===== src/rtl/banked_sreg_unit.sv =====
module banked_sreg_unit #(
  parameter int DATA_W = 32,
  parameter int PRI_W  = 8,
  parameter int CTRL_W = 2
) (
  input  logic              clk,
  input  logic              rst_n,
  input  logic              sec_ext_en,
  input  logic              cur_secure,
  input  logic              privileged,
  input  logic              handler_mode,
  input  logic [7:0]        sel,
  input  logic              wr_en,
  input  logic [DATA_W-1:0] wr_data,
  output logic [DATA_W-1:0] rd_data
);
  localparam int NS = 0;
  localparam int SPSEL_BIT = 1;

  localparam logic [7:0] P_MSP  = 8'h08, P_PSP  = 8'h09, P_PMSK = 8'h10,
                         P_BPRI = 8'h11, P_FMSK = 8'h13, P_CTRL = 8'h14;
  localparam logic [7:0] A_MSP  = 8'h88, A_PSP  = 8'h89, A_PMSK = 8'h90,
                         A_BPRI = 8'h91, A_FMSK = 8'h93, A_CTRL = 8'h94,
                         A_SP   = 8'h98;

  logic [DATA_W-1:0] msp_q  [2];
  logic [DATA_W-1:0] psp_q  [2];
  logic              pmsk_q [2];
  logic [PRI_W-1:0]  bpri_q [2];
  logic              fmsk_q [2];
  logic [CTRL_W-1:0] ctrl_q [2];

  wire sec_eff   = sec_ext_en & cur_secure;
  wire bank      = sec_eff;
  wire sp_to_psp = ~handler_mode & ctrl_q[NS][SPSEL_BIT];
  wire wr_go     = wr_en & privileged;

  logic alias_sel;
  always_comb begin
    alias_sel = 1'b0;
    if (sec_ext_en)
      case (sel)
        A_MSP, A_PSP, A_PMSK, A_BPRI, A_FMSK, A_SP: alias_sel = 1'b1;
        default: alias_sel = 1'b0;
      endcase
  end

  always_comb begin
    rd_data = '0;
    if (sel == A_CTRL) begin
      if (sec_eff) rd_data = DATA_W'(ctrl_q[NS]);
    end else if (sel == P_CTRL) begin
      rd_data = DATA_W'(ctrl_q[bank]);
    end else if (privileged) begin
      if (alias_sel) begin
        if (sec_eff)
          case (sel)
            A_MSP:   rd_data = msp_q[NS];
            A_PSP:   rd_data = psp_q[NS];
            A_PMSK:  rd_data = DATA_W'(pmsk_q[NS]);
            A_BPRI:  rd_data = DATA_W'(bpri_q[NS]);
            A_FMSK:  rd_data = DATA_W'(fmsk_q[NS]);
            A_SP:    rd_data = sp_to_psp ? psp_q[NS] : msp_q[NS];
            default: rd_data = '0;
          endcase
      end else begin
        case (sel)
          P_MSP:   rd_data = msp_q[bank];
          P_PSP:   rd_data = psp_q[bank];
          P_PMSK:  rd_data = DATA_W'(pmsk_q[bank]);
          P_BPRI:  rd_data = DATA_W'(bpri_q[bank]);
          P_FMSK:  rd_data = DATA_W'(fmsk_q[bank]);
          default: rd_data = '0;
        endcase
      end
    end
  end

  always_ff @(posedge clk) begin
    if (!rst_n) begin
      for (int b = 0; b < 2; b++) begin
        msp_q[b]  <= '0;
        psp_q[b]  <= '0;
        pmsk_q[b] <= 1'b0;
        bpri_q[b] <= '0;
        fmsk_q[b] <= 1'b0;
        ctrl_q[b] <= '0;
      end
    end else if (wr_go) begin
      if (sel == A_CTRL) begin
        if (sec_eff) ctrl_q[NS] <= wr_data[CTRL_W-1:0];
      end else if (alias_sel) begin
        if (sec_eff)
          case (sel)
            A_MSP:  msp_q[NS]  <= wr_data;
            A_PSP:  psp_q[NS]  <= wr_data;
            A_PMSK: pmsk_q[NS] <= wr_data[0];
            A_BPRI: bpri_q[NS] <= wr_data[PRI_W-1:0];
            A_FMSK: fmsk_q[NS] <= wr_data[0];
            A_SP: begin
              if (sp_to_psp) psp_q[NS] <= wr_data;
              else           msp_q[NS] <= wr_data;
            end
            default: ;
          endcase
      end else begin
        case (sel)
          P_MSP:  msp_q[bank]  <= wr_data;
          P_PSP:  psp_q[bank]  <= wr_data;
          P_PMSK: pmsk_q[bank] <= wr_data[0];
          P_BPRI: bpri_q[bank] <= wr_data[PRI_W-1:0];
          P_FMSK: fmsk_q[bank] <= wr_data[0];
          P_CTRL: ctrl_q[bank] <= wr_data[CTRL_W-1:0];
          default: ;
        endcase
      end
    end
  end

  wire [2*(2*DATA_W+PRI_W+CTRL_W+2)-1:0] state_flat =
    {msp_q[0], msp_q[1], psp_q[0], psp_q[1], pmsk_q[0], pmsk_q[1],
     bpri_q[0], bpri_q[1], fmsk_q[0], fmsk_q[1], ctrl_q[0], ctrl_q[1]};


  unpriv_wr_ignored_chk: assert property (@(posedge clk) disable iff (!rst_n)
    (wr_en && !privileged) |=> $stable(state_flat));


  ns_alias_read_zero_chk: assert property (@(posedge clk) disable iff (!rst_n)
    (!cur_secure && sel[7]) |-> rd_data == '0);


  unpriv_read_zero_chk: assert property (@(posedge clk) disable iff (!rst_n)
    (!privileged && sel != P_CTRL && sel != A_CTRL) |-> rd_data == '0);


  sp_alias_route_chk: assert property (@(posedge clk) disable iff (!rst_n)
    (wr_en && privileged && sec_ext_en && cur_secure && sel == A_SP &&
     !handler_mode && ctrl_q[NS][SPSEL_BIT]) |=> $stable(msp_q[NS]));


  noext_alias_ignored_chk: assert property (@(posedge clk) disable iff (!rst_n)
    (wr_en && !sec_ext_en && sel[7]) |=> $stable(state_flat));
endmodule


===== config.mk =====
export PLATFORM = sky130hd
export DESIGN_NAME = banked_sreg_unit
export DESIGN_NICKNAME = d
export VERILOG_FILES = /design/src/rtl/banked_sreg_unit.sv
export SDC_FILE = /design/constraint.sdc
export NUM_CORES = 1
export LEC_CHECK = 0
export BUFFER_PORTS_ARGS = -buffer_cell sky130_fd_sc_hd__buf_4
export CAP_MARGIN = 10
export CORE_ASPECT_RATIO = 0.9
export CORE_MARGIN = 2
export CORE_UTILIZATION = 30
export CTS_CLUSTER_DIAMETER = 30
export DETAILED_ROUTE_END_ITERATION = 12
export PLACE_DENSITY_LB_ADDON = 0.2
export SLEW_MARGIN = 15
export SYNTH_ARGS = -nofsm -noshare
export SYNTH_HDL_FRONTEND = slang
export SYNTH_SLANG_ARGS = --single-unit

===== constraint.sdc =====
create_clock -name clk -period 4.95 [get_ports clk]
set_input_delay 0.99 -clock clk [delete_from_list [all_inputs] [get_ports clk]]
set_output_delay 0.99 -clock clk [all_outputs]
set_load 0.01 [all_outputs]

==> Yosys cells after proc, flatten, opt, wreduce, memory -nomap -nowiden <==
Memories as Yosys holds them, arrays and structs flattened.
Cells that the tools add are included.
W data, S select, Z words.
{ "word_totals": {"register_bits": 0, "ramBits": 152, "output_inout_bits": 32, "memories": 6} }
{ "memory_table": {"columns": ["memory", "words", "word_bits", "rd", "rd_ports_with_merged_regs", "wr", "line_no", "rtl"], "rows": [
  ["msp_q", 2, 32, 2, 0, 2, "26", "logic [DATA_W-1:0] msp_q [2];"],
  ["psp_q", 2, 32, 2, 0, 2, "27", "logic [DATA_W-1:0] psp_q [2];"],
  ["bpri_q", 2, 8, 2, 0, 2, "29", "logic [PRI_W-1:0] bpri_q [2];"],
  ["ctrl_q", 2, 2, 2, 0, 2, "31", "logic [CTRL_W-1:0] ctrl_q [2];"],
  ["fmsk_q", 2, 1, 2, 0, 2, "30", "logic fmsk_q [2];"],
  ["pmsk_q", 2, 1, 2, 0, 2, "28", "logic pmsk_q [2];"]
]} }
{ "classes": {"eq_ne": 13, "mux": 130, "bitwise_logic": 12, "reduce_logical": 7} }
{ "op_table": {"columns": ["op", "count"], "rows": [
  ["$mux W32", 12],
  ["$pmux W32 S6", 1],
  ["$pmux W32 S5", 1],
  ["$mux W1", 111],
  ["$reduce_or A32 Y1", 2],
  ["$eq A8 B8 Y1 const B", 7],
  ["$eq A8 B5 Y1 const B", 4],
  ["$eq A8 B4 Y1 const B", 2],
  ["$mux W8", 2],
  ["$or A1 B1 Y1", 8],
  ["$reduce_or A8 Y1", 1],
  ["$mux W2", 3],
  ["$reduce_or A6 Y1", 1],
  ["$and A1 B1 Y1", 3],
  ["$reduce_or A1 Y1", 2],
  ["$reduce_or A2 Y1", 1],
  ["$not A1 Y1", 1]
]} }

==> Logic depth before layout (Yosys ltp) <==
Gate-level depths: netlist of run 1.
{ "logic_depth": {"word_depth": 12, "mapped_depth": 8, "depth_no_buf": 5} }

==> Least setup slack after synthesis of run 1 <==
No wires, ideal clock.
{ "synth_path": {"path_type": "input -> register", "from": "input port sel[7]", "to": "memory psp_q[1][0], enable pin", "arrival_ns": 4.385, "setup_slack_ns": 0.100, "cell_stages": 5, "path_buffers": 2, "cell_sequence": "clkbuf_1 nor4_2 nand2_1 clkbuf_1 o21ai_0"} }
{ "synth_lines": {"columns": ["item", "line_no", "rtl"], "rows": [
  ["start, declared", "12", "input logic [7:0] sel,"],
  ["end, declared", "27", null]
]} }

==> Worst setup path after layout of run 1 <==
{ "layout_path": {"from": "input port sel[7]", "to": "output port rd_data[13]"} }
{ "layout_via": {"elab_chain_len": 8} }
{ "layout_lines": {"columns": ["item", "line_no", "rtl"], "rows": [
  ["$eq A8 B8 Y1", "42, 57", null],
  ["$reduce_or A6 Y1", "42", "case (sel)"],
  ["$mux W1", "42", null],
  ["$mux W1", "41", "if (sec_ext_en)"],
  ["$mux W32", "55", "if (alias_sel) begin"],
  ["$mux W32", "54", "end else if (privileged) begin"],
  ["$mux W32", "52", "end else if (sel == P_CTRL) begin"],
  ["$mux W32 *", "50", "if (sel == A_CTRL) begin"],
  ["end, declared", "15", "output logic [DATA_W-1:0] rd_data"]
]} }
Every way passes the cells marked *; elsewhere a longest branch is shown, timed or not.

==> results of run 1 <==
[kinds of logic after synthesis]
kind of cell,count (synthesis),synth area share
AND/OR/NAND/NOR,354,0.238
AO/OA/AOI/OAI,174,0.155
flip-flops,152,0.567
buffers and inverters,61,0.0329
multiplexers,5,0.00627
XOR/XNOR,1,0.00110
[per-stage QoR]
stage	total power [µW]	area (µm²)	hold WS, ns
4_1_cts	3050	9590	0.489
6_report	3020	9590	0.488
3_3_place_gp	1720	9000	0.473
3_5_place_dp	1720	9000	0.479
2_1_floorplan	1610	7980	0.436
5_1_grt	3110	9590	0.519
[registers in the layout, indices dropped and copies added, names as in the netlist]
register and count:
fmsk_q 2, pmsk_q 2, psp_q 64, ctrl_q 4
msp_q 64, bpri_q 16
[metal layers]
metal,wire length [µm],vias to the layer above,global-route usage
met4,291,0,0.0485
met5,0,-,0
met3,1290,18,0.0278
li1,-,2850,-
met2,10700,209,0.259
met1,11400,2953,0.250
[cell usage in the layout (no fill, tap or decap), types with 10 or more instances in the layout]
master / count
a21oi_1: 58
a221oi_1: 12
a22o_1: 11
a32oi_1: 24
and2_1: 147
and3_1: 10
buf_4: 100
clkbuf_16: 17
edfxtp_1: 148
nand2_1: 117
nand3_1: 12
nor2_1: 32
o31a_1: 24
[power by group through the flow]
stage,Sequential (µW),Combinational [µW],Clock (µW)
floorplan,1520,96.2,0
global placement,1520,197,0
detailed placement,1520,197,0
CTS,1500,197,1350
global route,1500,214,1400
finish,1500,195,1330
[synthesized netlist by cell type, types with 2 or more instances]
library cell / instances / area, µm²
a22o_1: 11 / 96.3
a21boi_0: 3 / 22.5
o31a_1: 24 / 210
and3_1: 10 / 62.6
a222oi_1: 2 / 20.0
a32oi_1: 24 / 210
edfxtp_1: 148 / 4440
o21ai_0: 9 / 45.0
dfxtp_1: 4 / 80.1
nand2b_1: 7 / 43.8
buf_4: 5 / 37.5
nor3b_2: 2 / 25.0
nand4_1: 2 / 12.5
a21oi_2: 2 / 17.5
a221oi_1: 12 / 105
nor3_1: 3 / 15.0
buf_2: 12 / 60.1
clkbuf_1: 43 / 161
o2111ai_1: 2 / 17.5
a22oi_1: 7 / 52.6
o22ai_1: 3 / 18.8
nand3_1: 12 / 60.1
nand2_1: 118 / 443
nor2_1: 34 / 128
o221ai_1: 2 / 17.5
mux2i_1: 5 / 50.1
o211ai_1: 2 / 15.0
o21a_1: 6 / 45.0
a21oi_1: 59 / 295
and2_1: 148 / 926
nor3b_1: 3 / 22.5
[final cells by class]
type                            count  share of cell area
Clock inverter                     11              0.0162
Inverter                            1            0.000391
Multi-Input combinational cell    534               0.338
Tap cell                          348              0.0454
Clock buffer                       20              0.0455
Timing Repair Buffer              102              0.0825
Sequential cell                   152               0.472
[worst max-delay path by stage]
stage	to	slack (ns)
5_1_grt	rd_data[8]	0.76
4_1_cts	rd_data[15]	0.91
3_3_place_gp	rd_data[15]	0.86
3_5_place_dp	rd_data[15]	0.92
6_report	rd_data[13]	0.91
2_1_floorplan	psp_q[1][0]$_SDFFCE_PN0P_	0.1
[tightest hold or removal path: stages (launching register included)]
cell	delay, ns
dfxtp_1	0.31
nand3_1	0.06
o21ai_0	0.07
==> flow_metrics.tcl, run 1 <==
set metrics [dict create \
    grt_overflow 0 \
    grt_max_degree 47 \
    cp_num_cells 8 \
    peakVddDrop_v 0.000264 \
    clock_skew_ns 0.00893 \
    htreeDepth 4 \
    cts_inserted_buffers 17 \
    synth_edf_count 148 \
    synth-seq-cells 152 \
    dp_hpwl_um 14100 \
    setup_viol 0 \
    routedWlPerCell_um 20.3 \
    synthFlopType "edfxtp_1" \
    fin_crit_sh 0.816 \
    worstHoldStart "fmsk_q[1]$_DFF_P_" \
    grt_pass1_wl_um 35700 \
    cts_tree "done" \
    core_region_area_um2 26100 \
    endpoint_kind "primary output" \
    fmax_mhz 247 \
    p_clk_frac 0.440 \
    drtAntennaViolNets 0 \
    hold_path.class "reg -> reg" \
    max_stage_delay_ns 0.48 \
    die_y_um 159 \
    hold_end "fmsk_q[1]$_DFF_P_" \
    gp_congestion 0.798 \
    post-cts-setup-buffer-count 0 \
    path_delay_family "simple AND/OR/NAND/NOR gates" \
    tightestPinTransition_ns 0.841 \
    hold_buffers 0 \
    reg2reg_setup_slack_ns 2.25 \
    maxCapViolCount 0 \
    num_antenna_cells 0 \
    synth_nets 794 \
    crit_path_frequent_cell "buf_4" \
    synth-async-reset-ratio 0 \
    slowest_stage "nor3b_1" \
    crit_type "in -> out" \
    drc 0 \
    synth.yosys.seq_area_share 0.567 \
    worst-path-buf-inv 3 \
    fin_tns_setup_ns 0 \
    grtUsageTotal 0.171 \
    drt_iter0_markers 487 \
    stdcell_count 1168 \
    finalHoldViolCount 0 \
    area_growth_syn_to_layout_pct 20.2 \
    p_leak_uw 0.00338 \
    post_cts_resized 0 \
    finalMaxSlewViolations 0 \
    dr.pass1.iters 5 \
    swShare 0.215 \
    dp_cells 1137 \
    drive_above_1_share 0.180 \
    required_ns 3.96 \
    max-slew-margin-rel 0.439 \
    die_w_um 176 \
    cts_buffer_depth 2 \
    crit_arrival_ns 3.05 \
    reg2reg_depth 7 \
    post-route-min-period_ns 4.04 \
    whs_path_depth 2 \
    first_global_vias 5819 \
    place_ws_ns 0.918 \
    p_sw_uw 649 \
    cp_cell_sequence "buf_4 -> nor3b_4 -> nor3b_1 -> o21ai_2 -> buf_4 -> nor2_1 -> o31a_1 -> buf_4" \
    io_pins 79 \
    portBuffers 78 \
    start_kind "input port" \
    num_vias 6030 \
    yosysUniqueCellTypes 54 \
    crit_start "sel[7]" \
    rsz0062_at_grt "no" \
    crit-reg2reg-capture "msp_q[0][26]$_SDFFCE_PN0P_" \
    fin_ws_ns 0.908 \
    status "finished clean" \
    via_per_inst 5.16 \
    regArea_um2 4520 \
    cts.sinks 152 \
    clkLatencyLatePin_ns 0.42 \
    syn_inst 747 \
    comb_power_share 0.065 \
    syn_area_per_cell_um2 10.7 \
    netlist_area_um2 7980 \
    die_area_um2 27900 \
    postLayoutCoreUtil 0.367 \
    power.share.sequential 0.496 \
    nets 855 \
    routed_wl_um 23700 \
    cts-root-buf "clkbuf_16" \
    intPower_uw 2370 \
    cp_max_fo 17 \
    rr_startpoint "ctrl_q[0][1]$_SDFFCE_PN0P_" \
    power_density_nw_per_um2 315 \
    fillers 2583 \
    start_util 0.305 \
    multi_input_area_um2 3240 \
    yosysWarnings 0 \
    clk_pin_slew_worst_paths_ns 0.06 \
    grt_antenna_before_repair 0 \
    num_rows 56 \
]
Note: power is estimated with default switching activity, not from simulation.
==> run 2: changes to the inputs <==
==> constraint.sdc (replaced) <==
create_clock -name clk -period 3.35 [get_ports clk]
set_input_delay 0.67 -clock clk [delete_from_list [all_inputs] [get_ports clk]]
set_output_delay 0.67 -clock clk [all_outputs]
set_load 0.01 [all_outputs]
==> flow_metrics.tcl, run 2 (same netlist as run 1, synthesis figures left out) <==
set metrics [dict create \
    cp_cell_sequence "buf_4 -> or4b_4 -> o22ai_2 -> buf_4 -> a32oi_1 -> nor2_1 -> o31a_1 -> buf_4" \
    reg2reg_setup_slack_ns 1.07 \
    clk_pin_slew_worst_paths_ns 0.06 \
    grt_antenna_before_repair 0 \
    routedWlPerCell_um 19.9 \
    grt_pass1_wl_um 36100 \
    mostFrequentLayoutCells "edfxtp_1 (148), and2_1 (147), nand2_1 (117)" \
    rsz0062_at_grt "no" \
    num_antenna_cells 0 \
    post-route-min-period_ns 3.13 \
    setup_viol 0 \
    required_ns 2.68 \
    htreeDepth 4 \
    fin_ws_ns 0.215 \
    area_growth_syn_to_layout_pct 21.8 \
    max-slew-margin-rel 0.600 \
    status "finished clean" \
    fin_crit_sh 0.936 \
    tightestPinTransition_ns 0.598 \
    maxCapViolCount 0 \
    fin_tns_setup_ns 0 \
    post_cts_resized 0 \
    clkLatencyLatePin_ns 0.42 \
    die_area_um2 27900 \
    crit_arrival_ns 2.46 \
    drt_iter0_markers 481 \
    cts_tree "done" \
    endpoint "rd_data[23]" \
    cts.sinks 152 \
    endpoint_kind "primary output" \
    place_ws_ns 0.256 \
    io_pins 79 \
    num_vias 5916 \
    cts-root-buf "clkbuf_16" \
    hold_path.class "reg -> reg" \
    die_y_um 159 \
    routed_wl_um 23500 \
    peakVddDrop_v 0.000319 \
    dr.pass1.iters 5 \
    crit-reg2reg-capture "msp_q[0][27]$_SDFFCE_PN0P_" \
    first_global_vias 5883 \
    drive_above_1_share 0.194 \
    num_rows 56 \
    gp_congestion 0.786 \
    max_stage_delay_ns 0.58 \
    finalHoldViolCount 0 \
    grt_max_degree 37 \
    nets 866 \
    multi_input_area_um2 3240 \
    final_common_cell "edfxtp_1" \
    grtUsageTotal 0.171 \
    reg.largest.list "msp_q (64), psp_q (64), bpri_q (16)" \
    core_region_area_um2 26100 \
    hold_ws_ns 0.472 \
    power_density_nw_per_um2 456 \
    portBuffers 78 \
    drc 0 \
    crit_path_frequent_cell "buf_4" \
    slowest_stage "or4b_4" \
    post-cts-setup-buffer-count 0 \
    start_util 0.305 \
    die_w_um 176 \
    cts_inserted_buffers 17 \
    hold_buffers 0 \
    grt_overflow 0 \
    regArea_um2 4520 \
    clock_skew_ns 0.0121 \
    drtAntennaViolNets 0 \
    reg2reg_depth 7 \
    finalMaxSlewViolations 0 \
    p_leak_uw 0.00344 \
    fillers 2562 \
    dp_hpwl_um 14600 \
    crit_start "sel[1]" \
    fmax_mhz 319 \
    cp_max_fo 17 \
    crit_type "in -> out" \
    rr_startpoint "ctrl_q[0][1]$_SDFFCE_PN0P_" \
    via_per_inst 5.02 \
    cts_buffer_depth 2 \
    start_kind "input port" \
]
[run 2: cell types whose count changed in the layout (fill, tap and decap cells not counted), moves of 2 or more]
| cell | before | now |
|---|---|---|
| inv_6 | 0 | 2 |
| buf_4 | 100 | 106 |
| clkbuf_1 | 3 | 1 |
| clkinvlp_4 | 0 | 3 |
| clkinv_2 | 3 | 1 |
| buf_12 | 2 | 7 |
[run 2: worst min-delay path by stage]
stage | from | to | slack (ns) | cells after the start
2_1_floorplan | fmsk_q[1]$_DFF_P_ | fmsk_q[1]$_DFF_P_ | 0.44 | 2
3_3_place_gp | pmsk_q[1]$_DFF_P_ | pmsk_q[1]$_DFF_P_ | 0.46 | 2
3_5_place_dp | pmsk_q[1]$_DFF_P_ | pmsk_q[1]$_DFF_P_ | 0.46 | 2
4_1_cts | pmsk_q[1]$_DFF_P_ | pmsk_q[1]$_DFF_P_ | 0.47 | 2
5_1_grt | pmsk_q[1]$_DFF_P_ | pmsk_q[1]$_DFF_P_ | 0.49 | 2
6_report | pmsk_q[1]$_DFF_P_ | pmsk_q[1]$_DFF_P_ | 0.47 | 2
[run 2: area by class of cell]
type | count | share of cell area
multi-input combinational | 534 | 0.333
tap | 348 | 0.0448
clock buffer | 18 | 0.0441
clock inverter | 12 | 0.0156
timing repair buffer | 113 | 0.0963
sequential | 152 | 0.465
inverter | 1 | 0.000386
[run 2: routing by layer]
layer | vias to the layer above | wire length [µm] | track usage | part of all wire
met5 | - | 0 | 0 | 0
met3 | 13 | 901 | 0.0350 | 0.038
met1 | 2890 | 11700 | 0.246 | 0.50
li1 | 2874 | - | - | -
met2 | 139 | 10700 | 0.263 | 0.45
met4 | 0 | 198 | 0.0394 | 0.0084
[run 2: worst max-delay path: cells and delay by family]
kind                   cells  cell delay, ns
AO/OA/AOI/OAI              3            0.48
AND/OR/NAND/NOR            2            0.69
buffers and inverters      3            0.60
[run 2: power breakdown]
part           leakage, µW  switching [µW]  total (µW)  internal (µW)
sequential         0.00144            37.7        2210           2170
clock             0.000274             763        1930           1160
combinational      0.00173             191         299            108
total              0.00344             992        4430           3440
[run 2: metrics by stage]
stage	area, µm²	power, µW	std cells	utilization
CTS	9720	4480	1178	0.372
floorplan	7990	2380	747	-
global route	9720	4590	1178	0.372
global placement	9140	2550	1148	0.350
detailed placement	9140	2550	1148	0.350
finish	9720	4430	1178	0.372
==> run 3: changes to the inputs <==
==> constraint.sdc (replaced) <==
create_clock -name clk -period 3.3 [get_ports clk]
set_input_delay 0.66 -clock clk [delete_from_list [all_inputs] [get_ports clk]]
set_output_delay 0.66 -clock clk [all_outputs]
set_load 0.01 [all_outputs]
==> flow_metrics.tcl, run 3 (same netlist as run 1, synthesis figures left out) <==
set metrics [dict create \
    area_growth_syn_to_layout_pct 22.3 \
    drtAntennaViolNets 0 \
    maxCapViolCount 0 \
    die_area_um2 27900 \
    num_vias 5979 \
    placedInstanceArea_um2 9180 \
    num_rows 56 \
    drc 0 \
    cp_max_fo 18 \
    cts.sinks 152 \
    io_pins 79 \
    grt_overflow 0 \
    cts-root-buf "clkbuf_16" \
    via_per_inst 5.05 \
    die_y_um 159 \
    mostFrequentLayoutCells "edfxtp_1 (148), and2_1 (147), nand2_1 (117)" \
    clk_pin_slew_worst_paths_ns 0.06 \
    multi_input_area_um2 3240 \
    rsz0062_at_grt "no" \
    reg2reg_depth 7 \
    grt_pass1_wl_um 36100 \
    crit_start "sel[1]" \
    core_region_area_um2 26100 \
    portBuffers 78 \
    num_antenna_cells 0 \
    wl_met2_um 10700 \
    hold_buffers 0 \
    max-slew-margin-rel 0.619 \
    status "finished clean" \
    grt_antenna_before_repair 0 \
    power_density_nw_per_um2 458 \
    routedWlPerCell_um 19.9 \
    fillers 2572 \
    reg.largest.list "msp_q (64), psp_q (64), bpri_q (16)" \
    crit_type "in -> out" \
    finalMaxSlewViolations 0 \
    crit-reg2reg-capture "msp_q[0][22]$_SDFFCE_PN0P_" \
    endpoint "rd_data[31]" \
    crit_arrival_ns 2.44 \
    cts_buffer_depth 2 \
    clock_skew_ns 0.00721 \
    dp_hpwl_um 14700 \
    drive_above_1_share 0.201 \
    clkLatencyLatePin_ns 0.42 \
    regArea_um2 4520 \
    hold_path.class "reg -> reg" \
    rr_startpoint "ctrl_q[0][1]$_SDFFCE_PN0P_" \
    peakVddDrop_v 0.000345 \
    gp_congestion 0.794 \
    htreeDepth 4 \
    grt_max_degree 35 \
    drt-met1-wl_um 11400 \
    cts_tree "done" \
    fmax_mhz 323 \
    routed_wl_um 23500 \
    post-cts-setup-buffer-count 0 \
    fin_tns_setup_ns 0 \
    post-route-min-period_ns 3.10 \
    reg2reg_setup_slack_ns 1.03 \
    required_ns 2.64 \
    wl_met3_um 1240 \
    p_leak_uw 0.00348 \
    highest_layer "met4" \
    nets 871 \
    tightestPinTransition_ns 0.572 \
    drt_iter0_markers 545 \
    fin_area_um2 9750 \
    finalHoldViolCount 0 \
    post_cts_resized 0 \
    grtUsageTotal 0.171 \
    fin_crit_sh 0.939 \
    endpoint_kind "primary output" \
    setup_viol 0 \
    dr.pass1.iters 5 \
    start_kind "input port" \
    die_w_um 176 \
    cts_inserted_buffers 17 \
    final_common_cell "edfxtp_1" \
    start_util 0.305 \
    first_global_vias 6036 \
]
## run 3: cell type report
cell class,count,share of cell area
Clock buffer,19,0.0444
Multi-Input combinational cell,534,0.332
Clock inverter,13,0.0146
Sequential cell,152,0.464
Tap cell,348,0.0446
Timing Repair Buffer,118,0.0998
Inverter,1,0.000385
## run 3: worst min path at each step
stage                     cells past startpoint  slack [ns]         startpoint                 to
after floorplan                               2        0.44  fmsk_q[1]$_DFF_P_  fmsk_q[1]$_DFF_P_
after global placement                        2        0.46  fmsk_q[1]$_DFF_P_  fmsk_q[1]$_DFF_P_
after detailed placement                      2        0.47  fmsk_q[1]$_DFF_P_  fmsk_q[1]$_DFF_P_
after CTS                                     2        0.48  fmsk_q[1]$_DFF_P_  fmsk_q[1]$_DFF_P_
after global routing                          2        0.51  fmsk_q[0]$_DFF_P_  fmsk_q[0]$_DFF_P_
final                                         2        0.48  pmsk_q[1]$_DFF_P_  pmsk_q[1]$_DFF_P_
## run 3: worst max-delay path, stage by stage
cell and delay (ns):
buf_4 0.16, or4b_4 0.58, o22ai_2 0.16, buf_4 0.31, a32oi_1 0.14, nor2_1 0.10, o31a_1 0.18, buf_4 0.14
## run 3: per-stage QoR
step	utilization	setup slack, ns	instances	power [µW]	hold WS, ns
floorplan	-	0.204	747	2420	0.436
global placement	0.351	0.257	1153	2590	0.459
detailed placement	0.351	0.229	1153	2590	0.465
CTS	0.373	0.223	1185	4520	0.477
global route	0.373	0.0649	1185	4630	0.511
finish	0.373	0.202	1185	4470	0.477
## run 3: per-layer routing
| metal | up-vias | global-route usage |
|---|---|---|
| li1 | 2891 | - |
| met1 | 2874 | 0.242 |
| met2 | 194 | 0.266 |
| met3 | 20 | 0.0340 |
| met4 | 0 | 0.0451 |
| met5 | - | 0 |
## run 3: power breakdown
part           switching [µW]  internal [µW]  total, µW
registers                37.2           2210       2240
clock network             801           1120       1920
logic                     193            108        302
